===== src/rtl/efr_pkg.sv =====
package efr_pkg;
    typedef enum logic {
        CFG_OPEN   = 1'b0,
        CFG_LOCKED = 1'b1
    } cfg_state_e;

    typedef enum logic {
        MSK_SEED = 1'b0,
        MSK_HOLD = 1'b1
    } msk_state_e;
endpackage


===== src/rtl/efr_cfg_regs.sv =====
module efr_cfg_regs
    import efr_pkg::*;
#(
    parameter int NUM_REGIONS = 3,
    parameter int SUBS        = 32,
    parameter int LAST_SUBS   = 16,
    parameter int SEL_W       = 2
) (
    input  logic                              clk,
    input  logic                              rst_n,
    input  logic                              cfg_we,
    input  logic [SEL_W-1:0]                  cfg_sel,
    input  logic [SUBS-1:0]                   cfg_wdata,
    output logic [SUBS-1:0]                   cfg_rdata,
    output logic [NUM_REGIONS-1:0][SUBS-1:0]  region_mask,
    output logic                              locked
);
    localparam logic [SEL_W-1:0] LOCK_SEL = SEL_W'(NUM_REGIONS);

    cfg_state_e state_q, state_d;

    // state register
    always_ff @(posedge clk) begin
        if (!rst_n) state_q <= CFG_OPEN;
        else        state_q <= state_d;
    end

    // next state
    always_comb begin
        state_d = state_q;
        unique case (state_q)
            CFG_OPEN: begin
                if (cfg_we && cfg_sel == LOCK_SEL && cfg_wdata[0])
                    state_d = CFG_LOCKED;
            end
            CFG_LOCKED: state_d = CFG_LOCKED;
            default:    state_d = CFG_OPEN;
        endcase
    end

    assign locked = (state_q == CFG_LOCKED);

    // one mask register per region, unimplemented sub-regions tied low
    for (genvar r = 0; r < NUM_REGIONS; r++) begin : g_region
        localparam int IMPL = (r == NUM_REGIONS - 1) ? LAST_SUBS : SUBS;
        localparam logic [SUBS-1:0] KEEP = {SUBS{1'b1}} >> (SUBS - IMPL);
        logic [SUBS-1:0] mask_q;

        always_ff @(posedge clk) begin
            if (!rst_n)
                mask_q <= '0;
            else if (state_q == CFG_OPEN && cfg_we && cfg_sel == SEL_W'(r))
                mask_q <= cfg_wdata & KEEP;
        end

        assign region_mask[r] = mask_q;
    end

    // readback
    always_comb begin
        cfg_rdata = '0;
        for (int r = 0; r < NUM_REGIONS; r++) begin
            if (cfg_sel == SEL_W'(r)) cfg_rdata = region_mask[r];
        end
        if (cfg_sel == LOCK_SEL) cfg_rdata = {{(SUBS-1){1'b0}}, locked};
    end
endmodule


===== src/rtl/efr_addr_decode.sv =====
module efr_addr_decode #(
    parameter int NUM_REGIONS = 3,
    parameter int SUBS        = 32,
    parameter int LAST_SUBS   = 16,
    parameter int HI_W        = 2,
    parameter int SUB_W       = 5,
    parameter int RIDX_W      = 2
) (
    input  logic [HI_W-1:0]                   region_field,
    input  logic [SUB_W-1:0]                  sub_field,
    input  logic [NUM_REGIONS-1:0][SUBS-1:0]  region_mask,
    output logic                              dec_en,
    output logic [RIDX_W-1:0]                 region_idx,
    output logic                              region_valid
);
    localparam logic [HI_W:0]  N_REG    = (HI_W+1)'(NUM_REGIONS);
    localparam logic [HI_W:0]  LAST_REG = (HI_W+1)'(NUM_REGIONS - 1);
    localparam logic [SUB_W:0] LAST_LIM = (SUB_W+1)'(LAST_SUBS);

    logic            in_span;
    logic            short_ok;
    logic [SUBS-1:0] sel_mask;

    always_comb begin
        in_span  = ({1'b0, region_field} < N_REG);
        short_ok = ({1'b0, region_field} < LAST_REG) || ({1'b0, sub_field} < LAST_LIM);
        region_valid = in_span && short_ok;

        sel_mask = '0;
        for (int r = 0; r < NUM_REGIONS; r++) begin
            if (region_field == HI_W'(r)) sel_mask = region_mask[r];
        end

        dec_en     = region_valid && sel_mask[sub_field];
        region_idx = region_valid ? RIDX_W'(region_field) : '0;
    end
endmodule


===== src/rtl/efr_cache_mask.sv =====
module efr_cache_mask
    import efr_pkg::*;
#(
    parameter int DATA_W = 32
) (
    input  logic              clk,
    input  logic              rst_n,
    input  logic [DATA_W-1:0] rnd_in,
    input  logic              reseed,
    output logic              mask_rdy,
    output logic [DATA_W-1:0] cache_mask,
    input  logic [DATA_W-1:0] fill_in,
    output logic [DATA_W-1:0] fill_out,
    input  logic [DATA_W-1:0] hit_in,
    output logic [DATA_W-1:0] hit_out
);
    msk_state_e       state_q, state_d;
    logic [DATA_W-1:0] mask_q;

    // state register
    always_ff @(posedge clk) begin
        if (!rst_n) state_q <= MSK_SEED;
        else        state_q <= state_d;
    end

    // next state
    always_comb begin
        state_d = state_q;
        unique case (state_q)
            MSK_SEED: state_d = MSK_HOLD;
            MSK_HOLD: if (reseed) state_d = MSK_SEED;
            default:  state_d = MSK_SEED;
        endcase
    end

    // mask capture
    always_ff @(posedge clk) begin
        if (!rst_n)                  mask_q <= '0;
        else if (state_q == MSK_SEED) mask_q <= rnd_in;
    end

    // outputs
    always_comb begin
        mask_rdy   = (state_q == MSK_HOLD);
        cache_mask = mask_q;
        fill_out   = fill_in ^ mask_q;
        hit_out    = hit_in ^ mask_q;
    end
endmodule


===== src/rtl/efr_decoder.sv =====
module efr_decoder #(
    parameter int ADDR_W       = 20,
    parameter int REGION_SHIFT = 18,
    parameter int SUB_SHIFT    = 13,
    parameter int NUM_REGIONS  = 3,
    parameter int LAST_SUBS    = 16,
    parameter int DATA_W       = 32,
    localparam int SUBS        = 1 << (REGION_SHIFT - SUB_SHIFT),
    localparam int RIDX_W      = $clog2(NUM_REGIONS),
    localparam int SEL_W       = $clog2(NUM_REGIONS + 1)
) (
    input  logic              clk,
    input  logic              rst_n,
    input  logic [ADDR_W-1:0] rd_addr,
    output logic              dec_en,
    output logic [RIDX_W-1:0] region_idx,
    output logic              region_valid,
    input  logic              cfg_we,
    input  logic [SEL_W-1:0]  cfg_sel,
    input  logic [SUBS-1:0]   cfg_wdata,
    output logic [SUBS-1:0]   cfg_rdata,
    input  logic [DATA_W-1:0] rnd_in,
    input  logic              reseed,
    output logic              mask_rdy,
    input  logic [DATA_W-1:0] fill_in,
    output logic [DATA_W-1:0] fill_out,
    input  logic [DATA_W-1:0] hit_in,
    output logic [DATA_W-1:0] hit_out
);
    localparam int HI_W  = ADDR_W - REGION_SHIFT;
    localparam int SUB_W = REGION_SHIFT - SUB_SHIFT;

    logic [NUM_REGIONS-1:0][SUBS-1:0] region_mask;
    logic                             cfg_locked;
    logic [DATA_W-1:0]                cache_mask;
    logic                             unused_offset;

    assign unused_offset = ^rd_addr[SUB_SHIFT-1:0];

    efr_cfg_regs #(
        .NUM_REGIONS (NUM_REGIONS),
        .SUBS        (SUBS),
        .LAST_SUBS   (LAST_SUBS),
        .SEL_W       (SEL_W)
    ) u_cfg (
        .clk         (clk),
        .rst_n       (rst_n),
        .cfg_we      (cfg_we),
        .cfg_sel     (cfg_sel),
        .cfg_wdata   (cfg_wdata),
        .cfg_rdata   (cfg_rdata),
        .region_mask (region_mask),
        .locked      (cfg_locked)
    );

    efr_addr_decode #(
        .NUM_REGIONS (NUM_REGIONS),
        .SUBS        (SUBS),
        .LAST_SUBS   (LAST_SUBS),
        .HI_W        (HI_W),
        .SUB_W       (SUB_W),
        .RIDX_W      (RIDX_W)
    ) u_dec (
        .region_field (rd_addr[ADDR_W-1:REGION_SHIFT]),
        .sub_field    (rd_addr[REGION_SHIFT-1:SUB_SHIFT]),
        .region_mask  (region_mask),
        .dec_en       (dec_en),
        .region_idx   (region_idx),
        .region_valid (region_valid)
    );

    efr_cache_mask #(
        .DATA_W (DATA_W)
    ) u_msk (
        .clk        (clk),
        .rst_n      (rst_n),
        .rnd_in     (rnd_in),
        .reseed     (reseed),
        .mask_rdy   (mask_rdy),
        .cache_mask (cache_mask),
        .fill_in    (fill_in),
        .fill_out   (fill_out),
        .hit_in     (hit_in),
        .hit_out    (hit_out)
    );
endmodule


===== config.mk =====
export PLATFORM = sky130hd
export DESIGN_NAME = efr_decoder
export DESIGN_NICKNAME = d
export VERILOG_FILES = /design/src/rtl/efr_pkg.sv /design/src/rtl/efr_cfg_regs.sv /design/src/rtl/efr_addr_decode.sv /design/src/rtl/efr_cache_mask.sv /design/src/rtl/efr_decoder.sv
export SDC_FILE = /design/constraint.sdc
export NUM_CORES = 1
export LEC_CHECK = 0
export BUFFER_PORTS_ARGS = -buffer_cell sky130_fd_sc_hd__buf_2
export CAP_MARGIN = 0
export CORE_UTILIZATION = 44
export DETAILED_ROUTE_END_ITERATION = 16
export MAX_ROUTING_LAYER = met4
export PLACE_DENSITY = 0.85
export SLEW_MARGIN = 20
export SYNTH_ARGS = -nofsm -noshare
export SYNTH_HDL_FRONTEND = slang
export SYNTH_SLANG_ARGS = --single-unit

===== constraint.sdc =====
create_clock -name clk -period 2 [get_ports clk]
set_clock_uncertainty 0.05 [all_clocks]
set_input_delay 0.3 -clock clk [delete_from_list [all_inputs] [get_ports clk]]
set_output_delay 0.3 -clock clk [all_outputs]
set_load 0.01 [all_outputs]

==> results.json, run 1 <==
{
  "startpoint_type": "flip-flop",
  "path_delay_family": "compound AO/OA/AOI/OAI gates",
  "synth_fp_nets": 872,
  "postCtsSetupBuffers": 0,
  "core_sq_um": 13500,
  "nNetsFinal": 1131,
  "max_stage_delay_ns": 0.45,
  "hold_viol": 0,
  "cts_tree": "built",
  "die_h_um": 120,
  "viasPerCell": 5.19,
  "synthTopCellsByArea": "dfxtp_1 (37%), mux2i_1 (15%), nand2_1 (11%), xor2_1 (9.2%), a21boi_1 (8.5%)",
  "cts.sinks": 114,
  "ys_dominant_reg_cell": "dfxtp_1",
  "r2r_end": "u_cfg.g_region[1].mask_q[3]",
  "synth-seq-cells": 114,
  "synth-edff-count": 0,
  "drt-pass1-iter-count": 5,
  "rsz0062_at_grt": "true",
  "dpl_cell_area_sq_um": 7800,
  "startpoint": "u_cfg.g_region[1].mask_q[26]",
  "final_area_sq_um": 8340,
  "clk_pin_slew_worst_paths_ns": 0.05,
  "required_ns": 1.65,
  "final_cells": 1166,
  "wl_per_cell_um": 15.7,
  "yosysTopAreaCell": "dfxtp_1",
  "failed_checks": "negative setup slack",
  "start_util_pct": 45.8,
  "synthAdderAreaFrac_pct": 0,
  "antenna_found_initial": 2,
  "grt_pass1_wl_um": 28300,
  "ios": 255,
  "syn-mean-instance-area_sq_um": 8.58,
  "setup_ws_ns": -0.436,
  "dp_cells": 1133,
  "grt_usage_pct": 25.9,
  "reg2reg_from": "u_cfg.locked",
  "holdPathEnd": "u_cfg.g_region[0].mask_q[16]",
  "ys_types": 41,
  "drt-total-wl_um": 18300,
  "crit_chain": "mux4_2, o21ai_1, a21oi_1, o211a_1, a311o_1, buf_2",
  "slew_viol_final": 0,
  "synth_mux_area_share_pct": 16.6,
  "grt_max_degree": 43,
  "p_leak_nw": 3.93,
  "synth_common_cells": "nand2_1 (182), dfxtp_1 (114), mux2i_1 (91)",
  "dieArea_sq_um": 14500,
  "setup_viol": 1,
  "areaGrowthSynthToFinish_pct": 35.5,
  "synthCells": 718,
  "hold_class": "input pin to flip-flop",
  "async_reset_ff_share_pct": 0,
  "finalCritPeriodShare_pct": 122,
  "cellPowerDensity_nw_per_um2": 741,
  "synth_compound_area_share_pct": 15.3,
  "gr-total-overflow": 0,
  "path_buf_inv": 1,
  "synth_top_area_share_pct": 37.1,
  "synth_top_family_by_area": "simple AND/OR/NAND/NOR gates",
  "yosys.area_share.simple_pct": 17.7,
  "netlist_area_sq_um": 6160,
  "min_from": "cfg_wdata[16]",
  "worst_pin_slew_ns": 0.585,
  "post-route-min-period_ns": 2.44,
  "slew_headroom_pct": 61.0,
  "cts_buffers": 17,
  "ff2ff_setup_slack_ns": 0.50,
  "yosysMostFrequentCell": "nand2_1",
  "antenna_left": 0,
  "ys_warn_count": 0,
  "ff2ff_path_depth": 6,
  "insertion_delay_ns": 0.41,
  "row_count": 42,
  "irDropWorstVdd_mv": 0.534,
  "drc": 0,
  "status": "finished with violations",
  "ys_seq_area_share_pct": 37.1,
  "die_x_um": 120,
  "hpwl_um": 13700,
  "yosys.area_share.xor_xnor_pct": 9.24,
  "crit_type": "flip-flop to output pin",
  "drive_above_1_share_pct": 33.9,
  "place_ws_ns": -0.350,
  "holdPathStages": 3,
  "htreeDepth": 4,
  "io_buffers": 241,
  "cpMaxStageDelayCell": "mux4_2",
  "max-clock-path-buffers": 2,
  "grt_pass1_vias": 5609,
  "end_kind": "output pin",
  "max_freq_ghz": 0.410,
  "cap_violations": 0,
  "via_count": 6055,
  "total_power_mw": 6.18,
  "cp.arrival_ns": 2.09,
  "cts_root_buf": "clkbuf_16",
  "drtIter0Drc": 409,
  "critPathMaxFanout": 2,
  "place.gp.congestion": 0.848
}
where the power goes:
part	switching (mW)	internal (mW)	leakage (nW)
Combinational	0.561	0.524	2.74
Clock	0.974	1.65	0.262
Sequential	0.0991	2.38	0.933
per-layer routing:
layer	routed length [um]	part of all wire (%)	track usage, %	up-vias
met5	0	0	-	-
met4	302	1.7	8.33	0
met3	1070	5.9	5.61	25
met2	8920	49	41.2	237
met1	8010	44	32.8	2868
li1	-	-	-	2925
tightest hold or removal path, stage by stage:
cell	delay, ns
buf_2	0.10
nand2_1	0.05
a21boi_1	0.05
placed cells by master, fill, tap and decap left out, types with 5 or more instances in the layout:
master,instances
a21boi_0,11
clkbuf_16,17
a21oi_1,6
buf_4,43
buf_12,6
dfxtp_1,110
clkinv_2,7
o21ai_0,17
buf_2,241
nor2_1,25
xor2_1,65
mux4_2,5
nand2_1,182
nor2b_1,34
a21boi_1,70
mux2i_1,91
cells by family (layout without fill, tap and decap cells):
| kind of cell | count (synthesis) | after routing |
|---|---|---|
| simple gates | 257 | 257 |
| compound gates | 131 | 131 |
| flops | 114 | 114 |
| mux | 96 | 96 |
| xor+xnor | 65 | 65 |
| buf+inv | 55 | 325 |
| other cells | 0 | 2 |
worst max-delay path by stage:
stage	to	slack, ns	depth (start not counted)
finish	dec_en	-0.44	6
global route	dec_en	-0.50	7
CTS	dec_en	-0.44	6
detailed placement	dec_en	-0.35	9
global placement	dec_en	-0.33	9
floorplan	dec_en	0.007	6
registers in the layout, summed over array words and instances (netlist names):
register and count:
u_cfg.locked 1, u_msk.mask_rdy 1, u_cfg.g_region.mask_q 80, u_msk.cache_mask 32
metrics by stage:
stage | setup TNS [ns] | util [%] | hold slack (ns)
after floorplan | 0 | - | 0.359
after global placement | -0.330 | 58.0 | 0.410
after detailed placement | -0.350 | 58.0 | 0.414
after CTS | -0.440 | 61.8 | 0.00564
after global routing | -0.505 | 62.0 | 0.0738
final | -0.436 | 62.0 | 0.0920
repair_timing:
item	in CTS	in global routing
gates cloned	0	0
pin swaps	2	2
resized for setup	2	4
hold buffers	0	1
hold endpoints to repair	0	1
setup endpoints to repair	1	1
final cells by class:
type,instances,area (sq um)
Fill cell,1185,5110
Clock inverter,7,35.0
Multi-Input combinational cell,549,3640
Tap cell,176,220
Antenna cell,2,5.00
Timing Repair Buffer,291,1660
Clock buffer,23,478
Inverter,4,15.0
Sequential cell,114,2290
No activity file was read; power rests on OpenSTA's default activity.
==> run 2, diff against run 1 <==
--- a/config.mk
+++ b/config.mk
@@ -8,9 +8,11 @@
 export BUFFER_PORTS_ARGS = -buffer_cell sky130_fd_sc_hd__buf_2
 export CAP_MARGIN = 0
 export CORE_UTILIZATION = 44
+export CTS_BUF_LIST = sky130_fd_sc_hd__clkbuf_4 sky130_fd_sc_hd__clkbuf_8 sky130_fd_sc_hd__clkbuf_16
 export DETAILED_ROUTE_END_ITERATION = 16
 export MAX_ROUTING_LAYER = met4
 export PLACE_DENSITY = 0.85
+export REMOVE_ABC_BUFFERS = 1
 export SLEW_MARGIN = 20
 export SYNTH_ARGS = -nofsm -noshare
 export SYNTH_HDL_FRONTEND = slang
==> results.json, run 2 (synthesized netlist as in run 1, its figures left out) <==
{
  "die_h_um": 120,
  "wl_per_cell_um": 16.3,
  "areaGrowthSynthToFinish_pct": 38.3,
  "irDropWorstVdd_mv": 0.524,
  "grt_max_degree": 115,
  "grt_usage_pct": 27.0,
  "largest_register_ffs": 80,
  "rsz0062_at_grt": "true",
  "failed_checks": "negative setup slack",
  "viasPerCell": 5.20,
  "cp.arrival_ns": 2.07,
  "antenna_left": 0,
  "final_common_cell": "buf_2",
  "cellPowerDensity_nw_per_um2": 791,
  "row_count": 42,
  "max-clock-path-buffers": 2,
  "slew_headroom_pct": 71.3,
  "hold_class": "input pin to flip-flop",
  "drtIter0Drc": 395,
  "startpoint_type": "flip-flop",
  "setup_ws_ns": -0.423,
  "required_ns": 1.65,
  "regMostFlops": "u_cfg.g_region.mask_q",
  "cts_root_buf": "clkbuf_16",
  "final_core_util_pct": 63.3,
  "use_met2_pct": 39.8,
  "cts.sinks": 114,
  "cts_tree": "built",
  "final_area_sq_um": 8520,
  "busiest_layer": "met2",
  "p_leak_nw": 4.02,
  "total_power_mw": 6.74,
  "cap_violations": 0,
  "fin_tns_setup_ns": -0.423,
  "slew_viol_final": 0,
  "htreeDepth": 4,
  "grt_util_met3_pct": 5.75,
  "setup_viol": 1,
  "hold_viol": 0,
  "drt-total-wl_um": 19100,
  "status": "finished with violations",
  "critPathMaxFanout": 2,
  "die_x_um": 120,
  "crit_chain": "mux4_2, o21ai_1, a21oi_1, o211a_1, a311o_1, buf_2",
  "max_freq_ghz": 0.413,
  "via_count": 6120,
  "dp_cells": 1142,
  "end_kind": "output pin",
  "drt-pass1-iter-count": 5,
  "nNetsFinal": 1139,
  "path_delay_family": "compound AO/OA/AOI/OAI gates",
  "fin_hold_ws_ns": 0.0411,
  "cts_hold_buf": 0,
  "ios": 255,
  "io_buffers": 241,
  "place.gp.congestion": 0.886,
  "postCtsSetupBuffers": 0,
  "max_stage_delay_ns": 0.45,
  "grt_pass1_wl_um": 29600,
  "dieArea_sq_um": 14500,
  "antenna_found_initial": 2,
  "cpMaxStageDelayCell": "mux4_2",
  "worst_pin_slew_ns": 0.430,
  "mostFrequentLayoutCells": "buf_2 (241), nand2_1 (182), dfxtp_1 (111)",
  "clk_pin_slew_worst_paths_ns": 0.05,
  "post-route-min-period_ns": 2.42,
  "place_ws_ns": -0.468,
  "crit_type": "flip-flop to output pin",
  "path_buf_inv": 1,
  "grt_pass1_vias": 5761,
  "dpl_cell_area_sq_um": 7870,
  "global_route.usage.met1_pct": 36.1,
  "gr-total-overflow": 0,
  "insertion_delay_ns": 0.41,
  "final_cells": 1176,
  "cts_buffers": 17,
  "drc": 0,
  "hpwl_um": 13900,
  "finalCritPeriodShare_pct": 121,
  "drive_above_1_share_pct": 34.9,
  "core_sq_um": 13500,
  "start_util_pct": 45.8
}
-- run 2: cell types whose count changed in the layout (fill, tap and decap cells not counted), moves of 2 or more --
cell,delta
clkbuf_8,-2
clkinvlp_4,+2
bufinv_16,+4
clkbuf_4,+3
clkbuf_1,-3
clkinv_2,-2
buf_4,+9
-- run 2: layer usage --
metal / vias up / part of all wire, %
met5: - / 0
met4: 0 / 2.4
met3: 37 / 6.6
met2: 255 / 46
met1: 2878 / 45
li1: 2950 / -
-- run 2: layout make-up --
class / instances / area [sq um]
multi-input cells: 549 / 3650
fillers: 1172 / 4940
well taps: 176 / 220
clock buffers: 21 / 462
flip-flops and latches: 114 / 2290
diodes: 2 / 5.00
clock inverters: 11 / 160
inverters: 4 / 15.0
repair buffers: 299 / 1720
-- run 2: path summary, 6_finish.rpt --
kind	startpoint	to	slack, ns	cells after the start
worst min-delay path	reseed	u_msk.mask_rdy	0.04	2
worst max register to register	u_cfg.locked	u_cfg.g_region[1].mask_q[6]	0.45	6
worst max-delay path	u_cfg.g_region[0].mask_q[26]	dec_en	-0.42	6
worst min register to register	u_cfg.g_region[1].mask_q[9]	u_cfg.g_region[1].mask_q[9]	0.42	2
-- run 2: what timing repair did --
action                                  CTS  global route
endpoints found under the setup margin    1             1
pin swaps                                 2             3
gates resized for setup                   1             4
-- run 2: power by group --
group / internal [mW] / total (mW) / switching, mW
combinational: 0.534 / 1.11 / 0.575
clock: 2.14 / 3.16 / 1.01
sequential: 2.38 / 2.47 / 0.0995
-- run 2: worst reg2reg max path, cell delays in order (launching register included) --
cell	delay, ns
dfxtp_1	0.36
nand2b_1	0.26
nor2_1	0.08
nand2_1	0.07
buf_4	0.35
nand2_1	0.10
a21boi_0	0.18
==> run 3, diff against run 2 <==
--- a/config.mk
+++ b/config.mk
@@ -7,11 +7,12 @@
 export LEC_CHECK = 0
 export BUFFER_PORTS_ARGS = -buffer_cell sky130_fd_sc_hd__buf_2
 export CAP_MARGIN = 0
-export CORE_UTILIZATION = 44
+export CORE_MARGIN = 2
+export CORE_UTILIZATION = 45
 export CTS_BUF_LIST = sky130_fd_sc_hd__clkbuf_4 sky130_fd_sc_hd__clkbuf_8 sky130_fd_sc_hd__clkbuf_16
 export DETAILED_ROUTE_END_ITERATION = 16
 export MAX_ROUTING_LAYER = met4
-export PLACE_DENSITY = 0.85
+export PLACE_DENSITY = 0.84
 export REMOVE_ABC_BUFFERS = 1
 export SLEW_MARGIN = 20
 export SYNTH_ARGS = -nofsm -noshare
==> constraint.sdc (replaced) <==
create_clock -name clk -period 2.9 [get_ports clk]
set_clock_uncertainty 0.05 [all_clocks]
set_input_delay 0.435 -clock clk [delete_from_list [all_inputs] [get_ports clk]]
set_output_delay 0.435 -clock clk [all_outputs]
set_load 0.01 [all_outputs]
==> results.json, run 3 (synthesized netlist as in run 1, its figures left out) <==
{
  "switching_share_pct": 27.0,
  "global_route.usage.met1_pct": 32.2,
  "viasPerCell": 5.21,
  "cellPowerDensity_nw_per_um2": 557,
  "cts_resized": 0,
  "antenna_found_initial": 3,
  "cpMaxStageDelayCell": "o41ai_1",
  "drc": 0,
  "via_count": 5939,
  "mostFrequentLayoutCells": "buf_2 (240), nand2_1 (182), dfxtp_1 (113)",
  "use_met2_pct": 40.1,
  "rsz0062_at_grt": "false",
  "cap_violations": 0,
  "irDropWorstVdd_mv": 0.359,
  "ff_latch_area_sq_um": 2280,
  "final_common_cell": "buf_2",
  "cts_hold_buf": 0,
  "wl_per_cell_um": 16.4,
  "crit_type": "input pin to output pin",
  "required_ns": 2.41,
  "grt_usage_pct": 25.7,
  "p_leak_nw": 3.81,
  "multi_input_area_sq_um": 3630,
  "gr-total-overflow": 0,
  "slew_viol_final": 0,
  "setup_viol": 0,
  "path_delay_family": "compound AO/OA/AOI/OAI gates",
  "place.gp.congestion": 0.860,
  "p_seq_share_pct": 37.4,
  "regMostFlops": "u_cfg.g_region.mask_q",
  "intPower_mw": 3.33,
  "postCtsSetupBuffers": 0,
  "cts_root_buf": "clkbuf_16",
  "grt_util_met3_pct": 7.33,
  "grt_pass1_wl_um": 28700,
  "final_core_util_pct": 61.7,
  "fillers": 1118,
  "drive_above_1_share_pct": 31.8,
  "setup_ws_ns": 0.179,
  "fin_tns_setup_ns": 0,
  "areaGrowthSynthToFinish_pct": 33.1,
  "grt_max_degree": 115,
  "crit_chain": "buf_2, buf_12, or2_2, nor3_1, o41ai_1, a21oi_1, o211a_1, a311o_1, buf_2",
  "hold_viol": 0,
  "grt_pass1_vias": 5693,
  "critPathMaxFanout": 17,
  "hold_class": "input pin to flip-flop",
  "drtIter0Drc": 329,
  "core_sq_um": 13300,
  "io_buffers": 241,
  "max-clock-path-buffers": 2,
  "nNetsFinal": 1102,
  "largest_register_ffs": 80,
  "die_x_um": 121,
  "antenna_left": 0,
  "busiest_layer": "met2",
  "drt-pass1-iter-count": 5,
  "switchingPower_mw": 1.23,
  "row_count": 42,
  "dpl_cell_area_sq_um": 7580,
  "dieArea_sq_um": 14600,
  "clk_pin_slew_worst_paths_ns": 0.06,
  "startpoint_type": "input pin",
  "finalCritPeriodShare_pct": 93.8,
  "pwr-share-comb_pct": 15.8,
  "end_kind": "output pin",
  "max_stage_delay_ns": 0.39,
  "post-route-min-period_ns": 2.72,
  "path_buf_inv": 3,
  "cp.arrival_ns": 2.24,
  "insertion_delay_ns": 0.42,
  "max_freq_ghz": 0.368,
  "start_util_pct": 46.3,
  "ios": 255,
  "cts_buffers": 17,
  "final_area_sq_um": 8200,
  "status": "finished, final reports clean",
  "drt-total-wl_um": 18700,
  "htreeDepth": 4,
  "hpwl_um": 13700,
  "slew_headroom_pct": 60.0,
  "clkPwrFrac_pct": 46.8,
  "cts_tree": "built",
  "die_h_um": 121,
  "cts.sinks": 114,
  "crit_top_cell": "buf_2",
  "place_ws_ns": 0.142,
  "fin_hold_ws_ns": 0.168,
  "worst_pin_slew_ns": 0.599
}
[run 3: cell types whose count changed in the layout (fill, tap and decap cells not counted), moves of 3 or more]
cell and change:
buf_4 -36, clkinv_2 -3, inv_6 +3, clkinv_4 +3
[run 3: stage by stage]
stage / cells / total power, mW
floorplan: 667 / 2.06
global placement: 1105 / 2.44
detailed placement: 1105 / 2.46
CTS: 1137 / 4.58
global route: 1140 / 4.73
finish: 1140 / 4.57
[run 3: final cells by class]
cell class | count | share of cell area [%]
Inverter | 4 | 0.183
Clock buffer | 17 | 5.19
Multi-Input combinational cell | 549 | 44.3
Tap cell | 176 | 2.69
Antenna cell | 3 | 0.0916
Sequential cell | 114 | 27.9
Timing Repair Buffer | 262 | 17.4
Clock inverter | 15 | 2.23
[run 3: metal layers]
metal | vias to the layer above | part of all wire (%) | wire (um)
met4 | 0 | 2.2 | 409
li1 | 2876 | - | -
met2 | 227 | 47 | 8830
met1 | 2803 | 43 | 8030
met3 | 33 | 7.6 | 1420
met5 | - | 0 | 0
[run 3: worst paths after layout]
check	start	end	slack (ns)	cells after the start
worst min-delay path	reseed	u_msk.mask_rdy	0.17	2
worst min register to register	u_cfg.g_region[0].mask_q[13]	u_cfg.g_region[0].mask_q[13]	0.42	2
worst max register to register	u_cfg.locked	u_cfg.g_region[0].mask_q[5]	1.01	5
worst max-delay path	rd_addr[19]	dec_en	0.18	9
[run 3: worst reg2reg max path, cell delays in order, from the launching register on]
cell	delay, ns
dfxtp_1	0.37
nand2b_1	0.25
or3_1	0.54
buf_4	0.36
nand2_1	0.08
a21boi_1	0.16
[run 3: power by group through the flow]
stage,sequential [mW],clock (mW),combinational (mW)
2_1_floorplan,1.73,0,0.334
3_3_place_gp,1.74,0,0.699
3_5_place_dp,1.74,0,0.715
4_1_cts,1.71,2.15,0.720
5_1_grt,1.72,2.24,0.779
6_report,1.71,2.14,0.720
